$ cat src/rtl/ttas_pkg.sv
`timescale 1ns/1ps
package ttas_pkg;

    typedef enum logic [1:0] {
        OP_READ  = 2'd0,
        OP_TAS   = 2'd1,
        OP_STORE = 2'd2
    } mem_op_e;

    typedef enum logic [2:0] {
        S_IDLE,
        S_POLL,
        S_WAIT,
        S_CHK,
        S_TAS,
        S_OWN,
        S_FREE
    } eng_state_e;

    localparam logic [15:0] LFSR_SEED_DEF = 16'hACE1;

    function automatic logic [15:0] lfsr_next(input logic [15:0] v);
        logic fb;
        fb = v[15] ^ v[13] ^ v[12] ^ v[10];
        return {v[14:0], fb};
    endfunction

endpackage

$ cat src/rtl/ttas_lfsr.sv
`timescale 1ns/1ps
module ttas_lfsr #(
    parameter int          OUTW = 4,
    parameter logic [15:0] SEED = 16'hACE1
) (
    input  logic            clk,
    input  logic            rst,
    output logic [OUTW-1:0] rnd
);
    import ttas_pkg::*;

    logic [15:0] state_q;

    always_ff @(posedge clk) begin
        if (rst) state_q <= SEED;
        else     state_q <= lfsr_next(state_q);
    end

    assign rnd = state_q[OUTW-1:0];


    lfsr_nonzero_chk: assert property (@(posedge clk) disable iff (rst)
        state_q != 16'h0000);
endmodule

$ cat src/rtl/ttas_backoff_exp.sv
`timescale 1ns/1ps
module ttas_backoff_exp #(
    parameter int EW      = 3,
    parameter int EXP_MIN = 1,
    parameter int EXP_MAX = 4
) (
    input  logic          clk,
    input  logic          rst,
    input  logic          inc,
    input  logic          clr,
    output logic [EW-1:0] expo
);
    localparam logic [EW-1:0] LO = EW'(EXP_MIN);
    localparam logic [EW-1:0] HI = EW'(EXP_MAX);

    logic [EW-1:0] exp_q;

    always_ff @(posedge clk) begin
        if (rst || clr)  exp_q <= LO;
        else if (inc)    exp_q <= (exp_q >= HI) ? HI : exp_q + EW'(1);
    end

    assign expo = exp_q;


    exp_range_chk: assert property (@(posedge clk) disable iff (rst)
        exp_q >= LO && exp_q <= HI);


    exp_grow_chk: assert property (@(posedge clk) disable iff (rst)
        (inc && !clr && exp_q < HI) |=> exp_q == $past(exp_q) + EW'(1));
endmodule

$ cat src/rtl/ttas_delay_pick.sv
`timescale 1ns/1ps
module ttas_delay_pick #(
    parameter int DW = 4,
    parameter int EW = 3
) (
    input  logic          dyn,
    input  logic [DW-1:0] slot,
    input  logic [DW-1:0] rnd,
    input  logic [EW-1:0] expo,
    output logic [DW-1:0] delay
);
    logic [DW-1:0] mask;

    always_comb begin
        for (int i = 0; i < DW; i++) begin
            mask[i] = (i < int'(expo));
        end
        delay = dyn ? (rnd & mask) : slot;
    end
endmodule

$ cat src/rtl/ttas_wait_ctr.sv
`timescale 1ns/1ps
module ttas_wait_ctr #(
    parameter int DW = 4
) (
    input  logic          clk,
    input  logic          rst,
    input  logic          load,
    input  logic [DW-1:0] val,
    input  logic          en,
    output logic          zero
);
    logic [DW-1:0] cnt_q;

    always_ff @(posedge clk) begin
        if (rst)                          cnt_q <= '0;
        else if (load)                    cnt_q <= val;
        else if (en && cnt_q != '0)       cnt_q <= cnt_q - DW'(1);
    end

    assign zero = (cnt_q == '0);


    wait_count_chk: assert property (@(posedge clk) disable iff (rst)
        (en && !load && cnt_q != '0) |=> cnt_q == $past(cnt_q) - DW'(1));
endmodule

$ cat src/rtl/ttas_acquire_engine.sv
`timescale 1ns/1ps
module ttas_acquire_engine #(
    parameter int          DW      = 4,
    parameter int          EW      = 3,
    parameter int          EXP_MIN = 1,
    parameter int          EXP_MAX = 4,
    parameter logic [15:0] SEED    = 16'hACE1
) (
    input  logic          clk,
    input  logic          rst,
    input  logic          acq_req,
    input  logic          rel_req,
    output logic          grant,
    input  logic          cfg_dyn,
    input  logic          cfg_post,
    input  logic [DW-1:0] cfg_slot,
    output logic          mem_req,
    output logic [1:0]    mem_op,
    input  logic          mem_done,
    input  logic          mem_busy
);
    import ttas_pkg::*;

    eng_state_e    st_q, st_d;
    logic          ret_q, ret_d;
    logic          load, exp_inc, exp_clr, wait_zero;
    logic [DW-1:0] rnd, delay;
    logic [EW-1:0] expo;
    mem_op_e       op;

    ttas_lfsr #(.OUTW(DW), .SEED(SEED)) u_lfsr (
        .clk(clk), .rst(rst), .rnd(rnd));

    ttas_backoff_exp #(.EW(EW), .EXP_MIN(EXP_MIN), .EXP_MAX(EXP_MAX)) u_exp (
        .clk(clk), .rst(rst), .inc(exp_inc), .clr(exp_clr), .expo(expo));

    ttas_delay_pick #(.DW(DW), .EW(EW)) u_pick (
        .dyn(cfg_dyn), .slot(cfg_slot), .rnd(rnd), .expo(expo), .delay(delay));

    ttas_wait_ctr #(.DW(DW)) u_wait (
        .clk(clk), .rst(rst), .load(load), .val(delay),
        .en(st_q == S_WAIT), .zero(wait_zero));

    always_comb begin
        st_d    = st_q;
        ret_d   = ret_q;
        load    = 1'b0;
        exp_inc = 1'b0;
        exp_clr = 1'b0;
        unique case (st_q)
            S_IDLE: if (acq_req) st_d = S_POLL;
            S_POLL: if (mem_done) begin
                if (!mem_busy) begin
                    load = 1'b1; ret_d = 1'b1; st_d = S_WAIT;
                end else if (cfg_post) begin
                    load = 1'b1; ret_d = 1'b0; st_d = S_WAIT;
                end
            end
            S_WAIT: if (wait_zero) st_d = ret_q ? S_CHK : S_POLL;
            S_CHK: if (mem_done) begin
                if (!mem_busy) st_d = S_TAS;
                else if (cfg_post) begin
                    load = 1'b1; ret_d = 1'b0; st_d = S_WAIT;
                end else st_d = S_POLL;
            end
            S_TAS: if (mem_done) begin
                if (mem_busy) begin
                    exp_inc = 1'b1;
                    if (cfg_post) begin
                        load = 1'b1; ret_d = 1'b0; st_d = S_WAIT;
                    end else st_d = S_POLL;
                end else begin
                    exp_clr = 1'b1; st_d = S_OWN;
                end
            end
            S_OWN:  if (rel_req) st_d = S_FREE;
            S_FREE: if (mem_done) st_d = S_IDLE;
            default: st_d = S_IDLE;
        endcase
    end

    always_ff @(posedge clk) begin
        if (rst) begin
            st_q  <= S_IDLE;
            ret_q <= 1'b0;
        end else begin
            st_q  <= st_d;
            ret_q <= ret_d;
        end
    end

    always_comb begin
        unique case (st_q)
            S_TAS:   op = OP_TAS;
            S_FREE:  op = OP_STORE;
            default: op = OP_READ;
        endcase
    end

    assign mem_req = (st_q == S_POLL) || (st_q == S_CHK) ||
                     (st_q == S_TAS)  || (st_q == S_FREE);
    assign mem_op  = op;
    assign grant   = (st_q == S_OWN);

    // Port-level record of the last read outcome, used by the checks below.
    logic last_rd_free_q;
    always_ff @(posedge clk) begin
        if (rst) last_rd_free_q <= 1'b0;
        else if (mem_req && mem_done && mem_op == 2'd0) last_rd_free_q <= !mem_busy;
    end


    tas_after_free_chk: assert property (@(posedge clk) disable iff (rst)
        (mem_req && mem_op == 2'd1) |-> last_rd_free_q);


    req_hold_chk: assert property (@(posedge clk) disable iff (rst)
        (mem_req && !mem_done) |=> (mem_req && $stable(mem_op)));


    grant_rise_chk: assert property (@(posedge clk) disable iff (rst)
        $rose(grant) |-> $past(mem_req && mem_done && mem_op == 2'd1 && !mem_busy));


    grant_excl_chk: assert property (@(posedge clk) disable iff (rst)
        !(grant && mem_req));


    store_idle_chk: assert property (@(posedge clk) disable iff (rst)
        (mem_req && mem_done && mem_op == 2'd2) |=> (!mem_req && !grant));


    rel_idle_chk: assert property (@(posedge clk) disable iff (rst)
        (!grant && !mem_req && !acq_req) |=> !mem_req);
endmodule

$ cat config.mk
export PLATFORM = sky130hd
export DESIGN_NAME = ttas_acquire_engine
export DESIGN_NICKNAME = d
export VERILOG_FILES = /design/src/rtl/ttas_pkg.sv /design/src/rtl/ttas_lfsr.sv /design/src/rtl/ttas_backoff_exp.sv /design/src/rtl/ttas_delay_pick.sv /design/src/rtl/ttas_wait_ctr.sv /design/src/rtl/ttas_acquire_engine.sv
export SDC_FILE = /design/constraint.sdc
export NUM_CORES = 1
export LEC_CHECK = 0
export ABC_AREA = 1
export BUFFER_PORTS_ARGS = -buffer_cell sky130_fd_sc_hd__buf_2
export CAP_MARGIN = 10
export CORE_ASPECT_RATIO = 1.5
export CORE_MARGIN = 2
export CORE_UTILIZATION = 30
export CTS_BUF_LIST = sky130_fd_sc_hd__clkbuf_8 sky130_fd_sc_hd__clkbuf_16
export DETAILED_ROUTE_END_ITERATION = 8
export PLACE_DENSITY = 0.45
export REMOVE_ABC_BUFFERS = 1
export SLEW_MARGIN = 20
export SYNTH_ARGS = -nofsm -noshare
export SYNTH_HDL_FRONTEND = slang
export SYNTH_HIERARCHICAL = 1
export SYNTH_SLANG_ARGS = --single-unit
$ cat constraint.sdc
create_clock -name clk -period 2.1 [get_ports clk]
set_input_delay 0.42 -clock clk [delete_from_list [all_inputs] [get_ports clk]]
set_output_delay 0.42 -clock clk [all_outputs]
set_load 0.005 [all_outputs]
==> results of run 1 <==
stage by stage:
| step | power, mW | utilization | hold slack [ns] |
|---|---|---|---|
| 2_1_floorplan | 1.203 | - | 0.3832 |
| 3_3_place_gp | 1.398 | 0.3293 | 0.3846 |
| 3_5_place_dp | 1.382 | 0.3293 | 0.3885 |
| 4_1_cts | 1.689 | 0.3389 | 0.4117 |
| 5_1_grt | 1.815 | 0.3389 | 0.4240 |
| 6_report | 1.666 | 0.3389 | 0.4091 |
layer usage:
metal	global-route usage	vias to the layer above	routed length (µm)
met5	0	-	0
met2	0.2140	20	1662
met4	0.05797	0	66
met1	0.1300	602	1430
li1	-	752	-
met3	0.01203	6	87
sequential cells by signal, indices dropped and copies added (netlist names):
signal / flops
u_lfsr/state_q: 16
u_wait/cnt_q: 4
st_q: 3
u_exp/expo: 3
ret_q: 1
power by group through the flow:
| stage | clock [mW] | sequential (mW) | combinational [mW] |
|---|---|---|---|
| final | 0.304 | 0.645 | 0.718 |
| after global routing | 0.339 | 0.655 | 0.821 |
| after CTS | 0.316 | 0.645 | 0.728 |
| after detailed placement | 0 | 0.657 | 0.725 |
| after global placement | 0 | 0.659 | 0.738 |
| after floorplan | 0 | 0.666 | 0.537 |
worst max-delay path by stage:
stage	from	to	slack, ns
2_1_floorplan	st_q[0]	u_wait/cnt_q[3]	0.41
3_3_place_gp	st_q[2]	u_wait/cnt_q[3]	0.34
3_5_place_dp	st_q[0]	u_wait/cnt_q[3]	0.30
4_1_cts	st_q[0]	u_wait/cnt_q[3]	0.28
5_1_grt	st_q[0]	u_wait/cnt_q[3]	0.12
6_report	st_q[2]	u_wait/cnt_q[3]	0.29
synthesized netlist by cell type:
master / number
ha_1: 3
nand2_2: 2
inv_2: 6
clkinv_1: 1
dfxtp_1: 27
nor3_1: 3
inv_1: 37
xor2_1: 1
inv_4: 1
o21ai_1: 2
a21oi_2: 2
nor2_1: 28
buf_4: 4
clkinv_2: 1
nand3_1: 19
nand2_1: 62
buf_6: 4
or2_0: 1
nand2_4: 5
or2_1: 5
nand4_1: 4
nand3_2: 4
o21ai_0: 5
a21oi_1: 8
nor2_2: 5
o22ai_1: 1
logic make-up after synthesis:
logic type,after synthesis
and+or+nand+nor,138
AOI/OAI and AO/OA,18
adders and majority gates,3
DFF,27
buffers and inverters,54
xor gates and xnor gates,1
area by class of cell:
cell class	count	area [µm²]	share of cell area
Clock buffer	3	41.29	0.02378
Clock inverter	1	7.507	0.004323
Inverter	46	176.4	0.1016
Multi-Input combinational cell	160	795.8	0.4582
Sequential cell	27	540.5	0.3112
Tap cell	68	85.08	0.04899
Timing Repair Buffer	17	90.09	0.05187
==> impl_metrics.tcl, run 1 <==
set metrics [dict create \
    rrSetupSlack_ns 0.29 \
    finalNonFillerCells 322 \
    slew_headroom 0.6804 \
    fp.coreArea_um2 5125 \
    cts_resized 0 \
    period_minus_slack_ns 1.807 \
    finalSetupViolCount 0 \
    holdPathStages 1 \
    clockPowerShare 0.182 \
    cp.buffers_inverters 2 \
    power.internal_uw 993.4 \
    crit_top_cell "inv_2" \
    drt_iter0_drc 70 \
    portBuffers 15 \
    place_area_um2 1688 \
    cts_buffer_depth 2 \
    cpPeakStageDelay_ns 0.54 \
    final_cell_mix "nand2_1, inv_1, nor2_1" \
    cp_cell_sequence "inv_2 > nand3_2 > nand2_4 > nand2_2 > nand2_1 > nor2_1 > inv_2 > or2_0 > nand3_1 > a21oi_2" \
    worst-endpoint-required_ns 2.26 \
    vias_per_cell 4.286 \
    synth_simple_gate_area_frac 0.4098 \
    ios 16 \
    clockRootBuffer "clkbuf_8" \
    fin_crit_sh 0.8603 \
    synth_compound_area_frac 0.06225 \
    crit_arrival_ns 1.96 \
    dr.pass1.iters 4 \
    yosysTopAreaCell "dfxtp_1" \
    slew_viol_final 0 \
    rr_endpoint "u_wait/cnt_q[3]" \
    clk_pin_slew_ns 0.10 \
    grt_pass1_vias 1270 \
    final_hold_viol_count 0 \
    tns_ns 0 \
    htreeDepth 1 \
    die_area_um2 5903 \
    layout_commonest_cell "nand2_1" \
    ff2ff_path_depth 10 \
    cap_violations 0 \
    cts_hold_buf 0 \
    seqPwrFrac 0.387 \
    layout.nets 270 \
    wl_um 3246 \
    critPathKind "flop to flop" \
    crit_slowest_cell "dfxtp_1" \
    layout_setup_ws_ns 0.2934 \
    gp_congestion 0.8544 \
    synth_cell_type_count 26 \
    yosys-top-cells-area "dfxtp_1, nand2_1, inv_1" \
    synth_area_per_cell_um2 6.588 \
    grt-ovfl-total 0 \
    status "finished, final reports clean" \
    drc 0 \
    synth_warnings 6 \
    cts_made_buffers 3 \
    critical_path_peak_fanout 9 \
    hold_start "u_lfsr/state_q[6]" \
    irDropWorstVdd_v 0.0004181 \
    cp-start-kind "flop" \
    start_util 0.3098 \
    post_cts_buffers 0 \
    combPwrFrac 0.431 \
    syn_to_final_growth_pct 9.378 \
    sw_frac_of_total 0.4038 \
    leakage_nw 0.9476 \
    ant_nets 0 \
    clkLatencyLatePin_ns 0.27 \
    num_vias 1380 \
    cts_tree "done" \
    max_freq_ghz 0.5535 \
    grt_max_degree 21 \
    synthAdderAreaFrac 0.02364 \
    p_sw_uw 672.8 \
    dieWidth_um 63.40 \
    antenna_found_initial 0 \
    synth_top_family_by_area "simple AND/OR/NAND/NOR gates" \
    rows 32 \
    path_depth 10 \
    ys_seq_area_frac 0.3404 \
    syn_area_um2 1588 \
    post-place-ws_ns 0.3009 \
    critPathCaptureType "flop" \
    syn-instance-count 241 \
    wl_per_cell_um 10.08 \
    crit_family "simple AND/OR/NAND/NOR gates" \
    drive_above_1_share 0.1850 \
    final_area_um2 1737 \
    reg2reg_from "st_q[2]" \
    skew_ns 0.003704 \
    p_per_area_nw_per_um2 959.4 \
    synth_xor_area_frac 0.005516 \
    worst_slew_pin_slew_ns 0.4757 \
    yosysTopAreaCellShare 0.3404 \
    die_h_um 93.10 \
    synth_mux_area_frac 0 \
    antenna_cells 0 \
    place_inst 318 \
    rsz0062_at_grt "no" \
    synth-seq-cells 27 \
    grt_pass1_wl_um 5464 \
    clock_sinks 27 \
    fillers 609 \
    hold_end "u_lfsr/state_q[7]" \
    hp-class "flop to flop" \
    dpl.hpwl_um 2591 \
    grt_util_all_layers 0.1160 \
]
Note: power is estimated with default switching activity, not from simulation.
==> inputs of run 2 (changes only) <==
- ABC_AREA: 1 -> unset
- PLACE_DENSITY: 0.45 -> 0.46
==> run 2 against run 1 <==
  * Synthesized cell count is 37% lower
  * Global-route usage rose by 0.27 points
  * Worst hold slack improved by 0.00073 ns
  * Core utilization grew 0.70 points
  * Sequential cell count stayed put
  * Sequential share of layout area is 3.6 points higher
  * Maximum frequency decreased by 5.4%
  * Worst setup slack worse by 0.10 ns
==> impl_metrics.tcl, run 2 <==
set metrics [dict create \
    syn_area_um2 1399 \
    drive_above_1_share 0.2012 \
    clock_sinks 27 \
    layout.nets 185 \
    portBuffers 15 \
    tns_ns 0 \
    power_mw 1.092 \
    cts_resized 0 \
    synth_edf_count 0 \
    drt_iter0_drc 35 \
    num_vias 1081 \
    critical_path_peak_fanout 5 \
    dr.pass1.iters 4 \
    clk_pin_slew_ns 0.09 \
    crit_arrival_ns 2.12 \
    start_util 0.3106 \
    cts_tree "done" \
    synth_flop_cell "dfxtp_1" \
    largest_reg_flops 16 \
    cap_violations 0 \
    vias_per_cell 4.982 \
    cts_hold_buf 0 \
    antenna_found_initial 0 \
    rows 30 \
    synth_xor_area_frac 0.02504 \
    worst-endpoint-required_ns 2.31 \
    final_area_um2 1558 \
    gp_congestion 0.8618 \
    htreeDepth 1 \
    post_cts_buffers 0 \
    antenna_cells 0 \
    dieWidth_um 59.76 \
    fin_crit_sh 0.9090 \
    ys_async_sr_fraction 0 \
    final_hold_viol_count 0 \
    wl_per_cell_um 12.84 \
    synth_area_per_cell_um2 9.143 \
    slew_viol_final 0 \
    synth_cell_type_count 45 \
    period_minus_slack_ns 1.909 \
    place_area_um2 1511 \
    fillers 477 \
    hp-class "flop to flop" \
    clockRootBuffer "clkbuf_8" \
    fp.coreArea_um2 4504 \
    ios 16 \
    fin_hold_ws_ns 0.4098 \
    irDropWorstVdd_v 0.0003354 \
    clkLatencyLatePin_ns 0.27 \
    grt_max_degree 20 \
    skew_ns 0.001144 \
    critPathCaptureType "flop" \
    syn-instance-count 153 \
    synth_top_family_by_area "simple AND/OR/NAND/NOR gates" \
    grt_pass1_vias 1109 \
    regMostFlops "u_lfsr/state_q" \
    wl_um 2786 \
    yosysTopAreaCellShare 0.3864 \
    finalSetupViolCount 0 \
    synth_compound_area_frac 0.1914 \
    worst_slew_pin_slew_ns 0.4098 \
    cts_buffer_depth 2 \
    yosys-top-cells-area "dfxtp_1, nor2b_1, buf_4" \
    critPathKind "flop to flop" \
    status "finished, final reports clean" \
    final_cell_mix "dfxtp_1, buf_2, nor2b_1" \
    max_freq_ghz 0.5238 \
    cts_made_buffers 3 \
    synth_simple_gate_area_frac 0.2826 \
    rsz0062_at_grt "no" \
    die_area_um2 5236 \
    p_per_area_nw_per_um2 701.2 \
    synthTopCellsByCount "dfxtp_1, nor2b_1, inv_1, nor2_1, or2_1" \
    synth_warnings 6 \
    drc 0 \
    slew_headroom 0.7264 \
    synth_mux_area_frac 0.007156 \
    ant_nets 0 \
    grt_pass1_wl_um 4788 \
    synthAdderAreaFrac 0.02683 \
    dpl.hpwl_um 2113 \
    synth-seq-cells 27 \
    die_h_um 87.63 \
    syn_to_final_growth_pct 11.36 \
    ys_seq_area_frac 0.3864 \
    grt-ovfl-total 0 \
    leakage_nw 0.6195 \
    layout_commonest_cell "dfxtp_1" \
    synth.most_common_cell "dfxtp_1" \
    reg_top3 "u_lfsr/state_q x16, u_wait/cnt_q x4" \
    cp-start-kind "flop" \
    grt_util_all_layers 0.1187 \
    yosysTopAreaCell "dfxtp_1" \
]
==> run 2: cell types whose count changed in the layout (fill, tap and decap cells not counted), moves of 13 or more <==
cell and delta:
nand2_1 -56, nor2b_1 +13, inv_1 -26, nand3_1 -17, nor2_1 -18
==> run 2: kinds of logic after synthesis <==
kind of cell | count (synthesis)
multiplexers | 1
AO/OA/AOI/OAI | 35
AND/OR/NAND/NOR | 62
flip-flops | 27
buffers and inverters | 21
XOR/XNOR | 4
adder cells (fa/ha/maj) | 3
==> run 2: metrics by stage <==
step | std cells | utilization | worst slack, ns
after global routing | 217 | 0.3458 | 0.06324
after CTS | 217 | 0.3458 | 0.1637
final | 217 | 0.3458 | 0.1910
after global placement | 213 | 0.3356 | 0.2230
after floorplan | 144 | - | 0.2608
after detailed placement | 213 | 0.3356 | 0.1952
==> run 2: metal layers <==
layer	vias up	GRT usage	share of wire
li1	564	-	-
met1	487	0.1321	0.42
met2	21	0.2045	0.51
met3	9	0.02511	0.040
met4	0	0.06465	0.030
met5	-	0	0
==> run 2: layout make-up <==
cell class / count / area, µm² / share of cell area
clock inverter: 1 / 5.005 / 0.003213
timing repair buffer: 21 / 120.1 / 0.07711
tap: 48 / 60.06 / 0.03855
multi-input combinational: 105 / 745.7 / 0.4787
sequential: 27 / 540.5 / 0.3470
clock buffer: 3 / 41.29 / 0.02651
inverter: 12 / 45.04 / 0.02892
==> run 2: report_power, final <==
part | internal (mW) | switching [mW] | total [mW]
logic | 0.102 | 0.116 | 0.218
registers | 0.548 | 0.0287 | 0.577
clock network | 0.133 | 0.165 | 0.298
total | 0.783 | 0.309 | 1.09
==> run 2: critical path, cell delays in order, from the launching register on <==
cell and delay (ns):
dfxtp_1 0.33, inv_1 0.11, ha_1 0.22, or3b_4 0.44
inv_1 0.11, nor3b_2 0.05, o32ai_2 0.31, o211ai_1 0.14
a21oi_1 0.14
==> run 2: final timing paths <==
| check | startpoint | end | slack [ns] | depth (start not counted) |
|---|---|---|---|---|
| worst min-delay path | u_lfsr/state_q[14] | u_lfsr/state_q[15] | 0.41 | 1 |
| worst min register to register | u_lfsr/state_q[14] | u_lfsr/state_q[15] | 0.41 | 1 |
| worst max register to register | u_wait/cnt_q[1] | st_q[1] | 0.19 | 8 |
| worst max-delay path | u_wait/cnt_q[1] | st_q[1] | 0.19 | 8 |
